File: config.mk
export PLATFORM = sky130hd
export DESIGN_NAME = fb_flip_sel
export DESIGN_NICKNAME = d
export VERILOG_FILES = /design/src/rtl/fb_flip_pkg.sv /design/src/rtl/fb_vblank_edge.sv /design/src/rtl/fb_base_bank.sv /design/src/rtl/fb_flip_ctrl.sv /design/src/rtl/fb_scan_latch.sv /design/src/rtl/fb_flip_sel.sv
export SDC_FILE = /design/constraint.sdc
export NUM_CORES = 1
export LEC_CHECK = 0
export BUFFER_PORTS_ARGS = -buffer_cell sky130_fd_sc_hd__buf_2
export CORE_MARGIN = 5
export CORE_UTILIZATION = 57
export CTS_CLUSTER_SIZE = 24
export DETAILED_ROUTE_END_ITERATION = 10
export GPL_TIMING_DRIVEN = 0
export PLACE_DENSITY = 0.85
export SLEW_MARGIN = 20
export SYNTH_ARGS = -nofsm -noshare
export SYNTH_HDL_FRONTEND = slang
export SYNTH_SLANG_ARGS = --single-unit
File: constraint.sdc
create_clock -name clk_i -period 1.95 [get_ports clk_i]
set_input_delay 0.195 -clock clk_i [delete_from_list [all_inputs] [get_ports clk_i]]
set_output_delay 0.195 -clock clk_i [all_outputs]
set_load 0.02 [all_outputs]
File: src/rtl/fb_flip_pkg.sv
`timescale 1ns/1ps
package fb_flip_pkg;
  localparam int IDX_W          = 3;
  localparam int NUM_SLOT       = 2;
  localparam int CTRL_FLIP_BIT  = 7;
  localparam int CTRL_OEN_BIT   = 8;
  localparam int CTRL_SEL_BIT   = 11;
  localparam int CTRL_SRSTN_BIT = 20;

  typedef enum logic [IDX_W-1:0] {
    IDX_CTRL  = 3'd0,
    IDX_S0_LO = 3'd1,
    IDX_S0_HI = 3'd2,
    IDX_S1_LO = 3'd3,
    IDX_S1_HI = 3'd4
  } reg_idx_e;
endpackage

File: src/rtl/fb_vblank_edge.sv
`timescale 1ns/1ps
module fb_vblank_edge (
  input  logic clk_i,
  input  logic rst_ni,
  input  logic vblank_i,
  output logic rise_o
);
  logic vb_q;

  always_ff @(posedge clk_i or negedge rst_ni) begin
    if (!rst_ni) vb_q <= 1'b0;
    else         vb_q <= vblank_i;
  end

  assign rise_o = vblank_i & ~vb_q;
endmodule

File: src/rtl/fb_base_bank.sv
`timescale 1ns/1ps
module fb_base_bank
  import fb_flip_pkg::*;
#(
  parameter int DATA_W = 32
) (
  input  logic                                 clk_i,
  input  logic                                 rst_ni,
  input  logic                                 we_i,
  input  logic [IDX_W-1:0]                     idx_i,
  input  logic [DATA_W-1:0]                    wdata_i,
  output logic [NUM_SLOT-1:0][2*DATA_W-1:0]    base_o
);
  // word index = 1 + 2*slot + half, half 0 = low word
  for (genvar s = 0; s < NUM_SLOT; s++) begin : g_slot
    for (genvar h = 0; h < 2; h++) begin : g_half
      localparam logic [IDX_W-1:0] MY_IDX = IDX_W'(1 + 2 * s + h);
      logic [DATA_W-1:0] word_q;

      always_ff @(posedge clk_i or negedge rst_ni) begin
        if (!rst_ni)                       word_q <= '0;
        else if (we_i && idx_i == MY_IDX)  word_q <= wdata_i;
      end

      assign base_o[s][h*DATA_W +: DATA_W] = word_q;
    end
  end
endmodule

File: src/rtl/fb_flip_ctrl.sv
`timescale 1ns/1ps
module fb_flip_ctrl
  import fb_flip_pkg::*;
#(
  parameter int DATA_W = 32
) (
  input  logic              clk_i,
  input  logic              rst_ni,
  input  logic              we_i,
  input  logic [IDX_W-1:0]  idx_i,
  input  logic [DATA_W-1:0] wdata_i,
  input  logic              vb_rise_i,
  output logic              sel_o,
  output logic              load_sel_o,
  output logic              pend_o,
  output logic              oen_o,
  output logic              srstn_o,
  output logic              pipe_rst_o
);
  logic sel_q, pend_q, oen_q, srstn_q, prst_q;
  logic ctrl_wr, srst_evt, flip_wr, swap_sel;

  assign ctrl_wr  = we_i && (idx_i == IDX_CTRL);
  assign srst_evt = ctrl_wr && srstn_q && !wdata_i[CTRL_SRSTN_BIT];
  assign flip_wr  = ctrl_wr && wdata_i[CTRL_FLIP_BIT] && !srst_evt;
  // slot the vblank load uses: a pending flip is served by this edge
  assign swap_sel = sel_q ^ (vb_rise_i & pend_q);

  always_ff @(posedge clk_i or negedge rst_ni) begin
    if (!rst_ni) begin
      sel_q   <= 1'b0;
      pend_q  <= 1'b0;
      oen_q   <= 1'b0;
      srstn_q <= 1'b1;
      prst_q  <= 1'b0;
    end else begin
      prst_q <= srst_evt;
      if (ctrl_wr) begin
        oen_q   <= wdata_i[CTRL_OEN_BIT];
        srstn_q <= wdata_i[CTRL_SRSTN_BIT];
      end
      if (srst_evt) begin
        sel_q  <= 1'b0;
        pend_q <= 1'b0;
      end else begin
        sel_q <= swap_sel;
        if (flip_wr)        pend_q <= 1'b1;
        else if (vb_rise_i) pend_q <= 1'b0;
      end
    end
  end

  assign sel_o      = sel_q;
  assign load_sel_o = swap_sel;
  assign pend_o     = pend_q;
  assign oen_o      = oen_q;
  assign srstn_o    = srstn_q;
  assign pipe_rst_o = prst_q;
endmodule

File: src/rtl/fb_scan_latch.sv
`timescale 1ns/1ps
module fb_scan_latch
  import fb_flip_pkg::*;
#(
  parameter int DATA_W = 32
) (
  input  logic                              clk_i,
  input  logic                              rst_ni,
  input  logic                              load_i,
  input  logic                              sel_i,
  input  logic [NUM_SLOT-1:0][2*DATA_W-1:0] base_i,
  output logic [2*DATA_W-1:0]               scan_base_o
);
  logic [2*DATA_W-1:0] scan_q;

  always_ff @(posedge clk_i or negedge rst_ni) begin
    if (!rst_ni)     scan_q <= '0;
    else if (load_i) scan_q <= base_i[sel_i];
  end

  assign scan_base_o = scan_q;
endmodule

File: src/rtl/fb_flip_sel.sv
`timescale 1ns/1ps
module fb_flip_sel
  import fb_flip_pkg::*;
#(
  parameter int DATA_W = 32
) (
  input  logic                  clk_i,
  input  logic                  rst_ni,
  input  logic                  reg_we_i,
  input  logic [IDX_W-1:0]      reg_idx_i,
  input  logic [DATA_W-1:0]     reg_wdata_i,
  output logic [DATA_W-1:0]     reg_rdata_o,
  input  logic                  vblank_i,
  output logic [2*DATA_W-1:0]   scan_base_o,
  output logic                  scan_sel_o,
  output logic                  out_en_o,
  output logic                  pipe_rst_o
);
  logic                              vb_rise;
  logic                              load_sel;
  logic                              flip_pend;
  logic                              srstn;
  logic [NUM_SLOT-1:0][2*DATA_W-1:0] base;
  logic [DATA_W-1:0]                 ctrl_rd;

  fb_vblank_edge u_edge (
    .clk_i    (clk_i),
    .rst_ni   (rst_ni),
    .vblank_i (vblank_i),
    .rise_o   (vb_rise)
  );

  fb_base_bank #(.DATA_W(DATA_W)) u_bank (
    .clk_i   (clk_i),
    .rst_ni  (rst_ni),
    .we_i    (reg_we_i),
    .idx_i   (reg_idx_i),
    .wdata_i (reg_wdata_i),
    .base_o  (base)
  );

  fb_flip_ctrl #(.DATA_W(DATA_W)) u_ctrl (
    .clk_i      (clk_i),
    .rst_ni     (rst_ni),
    .we_i       (reg_we_i),
    .idx_i      (reg_idx_i),
    .wdata_i    (reg_wdata_i),
    .vb_rise_i  (vb_rise),
    .sel_o      (scan_sel_o),
    .load_sel_o (load_sel),
    .pend_o     (flip_pend),
    .oen_o      (out_en_o),
    .srstn_o    (srstn),
    .pipe_rst_o (pipe_rst_o)
  );

  fb_scan_latch #(.DATA_W(DATA_W)) u_scan (
    .clk_i       (clk_i),
    .rst_ni      (rst_ni),
    .load_i      (vb_rise),
    .sel_i       (load_sel),
    .base_i      (base),
    .scan_base_o (scan_base_o)
  );

  always_comb begin
    ctrl_rd                 = '0;
    ctrl_rd[CTRL_FLIP_BIT]  = flip_pend;
    ctrl_rd[CTRL_OEN_BIT]   = out_en_o;
    ctrl_rd[CTRL_SEL_BIT]   = scan_sel_o;
    ctrl_rd[CTRL_SRSTN_BIT] = srstn;
  end

  always_comb begin
    case (reg_idx_i)
      IDX_CTRL:  reg_rdata_o = ctrl_rd;
      IDX_S0_LO: reg_rdata_o = base[0][DATA_W-1:0];
      IDX_S0_HI: reg_rdata_o = base[0][2*DATA_W-1:DATA_W];
      IDX_S1_LO: reg_rdata_o = base[1][DATA_W-1:0];
      IDX_S1_HI: reg_rdata_o = base[1][2*DATA_W-1:DATA_W];
      default:   reg_rdata_o = '0;
    endcase
  end
endmodule

; After elaboration in Yosys (flattened, before gate mapping)
; Index checks and enable logic that the tools add are counted.
[totals]
wordCells = 40
in_bits = 39
ff_bits = 198
output_inout_bits = 99
[classes]
bitwise_logic = 4
n_reduce_logical = 13
n_eq_ne = 4
muxes = 7
order_cmp = 1
[ops]
columns = operator, count
row1 = case mux 32 bit (5 select lines), 1
row2 = 2-to-1 mux 64 bit, 2
row3 = logical AND 1 bit, 9
row4 = == test 3 x 2 -> 1 bit (second input constant), 2
row5 = 2-to-1 mux 1 bit, 4
row6 = == test 3 x 1 -> 1 bit (second input constant), 1
row7 = == test 3 bit (second input constant), 1
row8 = zero test 3 bit, 1
row9 = nonzero test 3 bit, 1
row10 = AND 1 bit, 2
row11 = zero test 1 bit, 2
row12 = < comparator 1 x 2 -> 1 bit (second input constant), 1
row13 = inverter 1 bit, 1
row14 = XOR 1 bit, 1

; Depth between registers and ports, before layout
[logic_depth]
word_depth = 8
depth_mapped = 6
mapped_depth_nobuf = 3

; Modules after synthesis
; From an unflattened synthesis, not the netlist that was laid out.
[unflattened]
hier_cells = 692
area_unflattened_um2 = 9267.6
[by_module_without_submodules]
columns = mod, seq_area_each_um2, area_per_inst_um2, n_inst, cells_each
row1 = fb_base_bank, 3203.1, 4833.4, 1, 275
row2 = fb_scan_latch, 1601.5, 2966.6, 1, 277
row3 = fb_flip_sel, 0.0, 1204.9, 1, 123
row4 = fb_flip_ctrl, 126.4, 224.0, 1, 15
row5 = fb_vblank_edge, 25.0, 38.8, 1, 2

; Least setup slack after synthesis
; OpenSTA, ideal clock, no wires.
[synth_path]
path_type = register to register
startpoint = register u_ctrl.sel_q (netlist: u_ctrl.sel_o)
endpoint = register u_scan.scan_q[27] (netlist: u_scan.scan_base_o[27])
required_ns = 1.818
t_arrival_ns = 1.415
setup_time_ns = 0.132
synth_period_minus_slack_ns = 1.548
slack_ns = 0.402
n_path_buf = 1
path_stages_with_launch = 5
path_cell_list = dfrtp_1 > xnor2_4 > buf_8 > mux2i_1 > o21ai_1
[synth_between]
elab_chain_cells = 3
[synth_lines]
columns = item, line
row1 = start: declaration, fb_flip_ctrl.sv:20  ; logic sel_q, pend_q, oen_q, srstn_q, prst_q;
row2 = start signal: assignment, fb_flip_ctrl.sv:46  ; sel_q <= swap_sel;
row3 = XOR 1 bit, fb_flip_ctrl.sv:27  ; assign swap_sel = sel_q ^ (vb_rise_i & pend_q);
row4 = 2-to-1 mux 64 bit (implied by the code) (2 in series), fb_scan_latch.sv:18  ; else if (load_i) scan_q <= base_i[sel_i];
row5 = end signal: assignment, fb_scan_latch.sv:18
row6 = end: declaration, fb_scan_latch.sv:14  ; logic [2*DATA_W-1:0] scan_q;
; Every way passes these cells. The select of a mux whose other input is x is not followed.
; A chain may end at the register's enable or synchronous reset.

; Worst setup path in the final report
[layout_path]
startpoint = input port reg_idx_i[2]
endpoint = output port reg_rdata_o[2]
[layout_between]
elab_chain_cells = 2
elab_cells_between_ends = 6
cone_classes = eq/ne: 4 / mux: 1 / reduce/logical: 1
[layout_lines]
columns = item, line
row1 = start: declaration, fb_flip_sel.sv:10  ; input logic [IDX_W-1:0] reg_idx_i,
row2 = == test 3 bit (tied with other cells), fb_flip_sel.sv:75  ; case (reg_idx_i)
row3 = case mux 32 bit (5 select lines) (*), fb_flip_sel.sv:75
row4 = end: declaration, fb_flip_sel.sv:12  ; output logic [DATA_W-1:0] reg_rdata_o,
; Mark *: on every way between the ends. The rest lies on a longest branch, timed or not.

==> metrics.md <==
| Metric | Value |
|---|---|
| Status | `completed` |
| DRT iter0 DRCs | `517` |
| Critical path required time | `1.75 ns` |
| Clock network power share | `27.6%` |
| Relative slew slack | `51.45%` |
| Ratio of cells with drive above 1 in the final layout | `38.89%` |
| Largest stage delay on the critical path | `0.25 ns` |
| Worst Tran Pin Value | `0.7283 ns` |
| Final instance area | `0.01070 mm²` |
| Slowest stage cell, crit path | `clkbuf_4` |
| Clock Skews | `0.006511 ns` |
| Pin count of the biggest net entering global routing | `85` |
| Tot Pwr | `0.01456 W` |
| Sequential share of power | `41.0%` |
| Post-detail-place hpwl | `15450 µm` |
| Crit-path cells | `buf_2, buf_4, nor2b_1, clkbuf_4, buf_4, a22oi_1, o22ai_1, buf_2` |
| Initial antenna violation count | `4` |
| Final Setup Violations | `0` |
| Gr usage total | `26.01%` |
| Sequential area share after synthesis | `55.38%` |
| Root buf cell | `clkbuf_16` |
| Critical path capture point type | `primary output` |
| Comb pwr share | `31.4%` |
| Cts bufs inserted | `17` |
| Asr flop ratio synth | `100.0%` |
| DR vias | `6371` |
| Area Overhead vs Synth | `19.50%` |
| Arrival time at the worst endpoint | `1.68 ns` |
| Crit Path Class | `in2out` |
| GR Overflow Total | `0` |
| Cell area power density | `1361 mW/mm²` |
| Commonest non-fill, non-tap cells in the layout | `dfrtp_1 (197), buf_2 (147), mux2_2 (121)` |
| Dpl ws | `-0.2866 ns` |
| Number of synthesized flops with an enable pin | `0` |
| # IOs | `138` |
| Die Ht | `135.3 µm` |
| First-pass GRT wire length | `35830 µm` |
| Final Critical Period | `1.873 ns` |
| Post-route ant nets | `0` |
| Synth Register Bits | `198` |
| Row cnt | `45` |
| Sw Pwr | `0.004809 W` |
| CTS Sinks | `198` |
| Internal | `0.009748 W` |
| TritonCTS clock tree | `yes` |
| Leak Pwr | `5.171 nW` |
| Switching share of total power | `33.04%` |
| Vias/cell | `5.905` |
| Unrepaired setup endpoints after global routing | `false` |
| Max Freq | `0.5338 GHz` |
| Port Buffer Count | `136` |
| Vias in the first global route | `6536` |
| Post-CTS Setup Inserts | `0` |
| Cells after Synth | `693` |
| Mapped Area | `0.008950 mm²` |
| Hold Path Class | `in2reg` |
| CP delay by family, top | `buffers and inverters` |
| Initial core utilization | `58.44%` |
| Drt first pass iters | `6` |
| Syn nets | `732` |
| Final hold viol count | `0` |
| Element type at the critical path start | `input pin` |
| Remaining DRCs | `0` |
| Worst hold slack | `0.01304 ns` |
| Max Root-Sink Buffers | `2` |
| CTS H-tree depth | `4` |
| VDD IR max | `0.7796 mV` |
| FF-to-FF setup slack | `0.08 ns` |
| Synth Flop Type | `dfrtp_1` |
| CP Buf/Inv Count | `5` |
| Final WL | `23230 µm` |
| MaxCap Viol Count | `0` |
| Synth warn | `0` |
| Fill count | `1131` |
| Die W | `135.3 µm` |
| DR WL/cell | `21.53 µm` |
| Fin. max-slew vios | `0` |
| Worst skew pair latency | `0.44 ns` |
| Distinct cells, synth | `29` |
| PnR worst setup slack | `0.07653 ns` |
| Placer Congestion | `0.7924` |
| Final Cycle Share | `96.08%` |
| Clk slew on worst S/H paths | `0.06 ns` |
| Placed Area | `0.009960 mm²` |
| Crit-path max FO | `10` |
| Area of the die | `0.01831 mm²` |
| Final nets | `891` |
| Syn avg cell area | `12.91 µm²` |
| Commonest non-fill, non-tap cell in the layout | `dfrtp_1` |
| Core area | `0.01531 mm²` |
[power by group through the flow]
stage	clock network [W]	registers, W	logic (W)
2_1_floorplan	0	0.00649	0.00256
3_3_place_gp	0	0.00595	0.00445
3_5_place_dp	0	0.00601	0.00455
4_1_cts	0.00406	0.00595	0.00458
5_1_grt	0.00426	0.00611	0.00490
6_report	0.00402	0.00597	0.00457
[final timing paths]
kind / from / end / cells after the start
setup / recovery: reg_idx_i[2] / reg_rdata_o[2] / 8
hold / removal: reg_wdata_i[10] / u_bank.g_slot[1].g_half[1].word_q[10] / 2
setup reg to reg: u_ctrl.pend_o / u_scan.scan_base_o[54] / 4
hold reg to reg: u_scan.scan_base_o[32] / u_scan.scan_base_o[32] / 2
max in group asynchronous: rst_ni / u_bank.g_slot[0].g_half[0].word_q[1] / 3
min in group asynchronous: rst_ni / u_scan.scan_base_o[43] / 2
[synth_stat cells, drive strengths merged (2+ instances only)]
library cell | count | area (µm²)
a21o | 3 | 22.52
a22oi | 30 | 225.2
and3 | 2 | 12.51
buf | 35 | 281.5
clkbuf | 19 | 73.82
dfrtp | 197 | 4930
mux2 | 131 | 1475
mux2i | 99 | 991.0
nand2 | 64 | 240.2
nand2b | 2 | 12.51
nor2 | 3 | 11.26
nor2b | 2 | 12.51
nor3b | 2 | 15.01
nor4bb | 2 | 20.02
o21ai | 65 | 325.3
o22ai | 28 | 175.2
o32ai | 3 | 26.28
[state kept, by name, summed over array words and instances, names as in the netlist]
| name | count |
|---|---|
| u_bank.g_slot.g_half.word_q | 128 |
| u_edge.vb_q | 1 |
| u_ctrl.sel_o | 1 |
| u_ctrl.pipe_rst_o | 1 |
| u_scan.scan_base_o | 64 |
| u_ctrl.srstn_o | 1 |
| u_ctrl.oen_o | 1 |
| u_ctrl.pend_o | 1 |
[per-layer routing]
metal / global-route usage (%) / vias up / part of all wire [%]
met4: 11.76 / 0 / 2.8
li1: - / 2839 / -
met5: 0 / - / 0
met3: 5.869 / 52 / 5.3
met1: 34.40 / 3247 / 43
met2: 41.26 / 233 / 49
[per-stage QoR]
step | util (%) | instances | TNS [ns]
after detailed placement | 65.03 | 1042 | -4.292
after global routing | 69.84 | 1079 | 0
after global placement | 64.61 | 1040 | -488.72
after floorplan | - | 693 | 0
after CTS | 69.63 | 1075 | 0
final | 69.84 | 1079 | 0
[worst reg2reg max path, cell delays in order, from the launching register on]
cell and delay [ns]:
dfrtp_1 0.47, xnor2_4 0.60, buf_8 0.26, mux2i_1 0.31, o21ai_1 0.09
[area by class of cell]
type	instances	area [µm²]	area share, %
Sequential cell	198	4956	46.34
Multi-Input combinational cell	441	3645	34.08
Timing Repair Buffer	140	765.7	7.160
Clock buffer	23	488.0	4.562
Buffer	54	374.1	3.498
Tap cell	211	264.0	2.468
Clock inverter	8	192.7	1.802
Antenna cell	4	10.01	0.09359
[logic make-up (layout without fill, tap and decap cells)]
group                  after synthesis  in the layout  share of synthesized area, %
multiplexers                       230            230                         27.55
XOR/XNOR                             2              2                        0.4055
flip-flops                         198            198                         55.38
AND/OR/NAND/NOR                     80             80                         4.040
other                                0              4                             0
buffers and inverters               54            225                         3.970
AO/OA/AOI/OAI                      129            129                         8.654
[repair_timing]
action                     CTS  global route
setup endpoints to repair   20            28
hold endpoints to repair    62             0
cloned                       0             0
gates resized for setup      3            11
hold buffers                 2             0
Note: power is estimated with default switching activity, not from simulation.
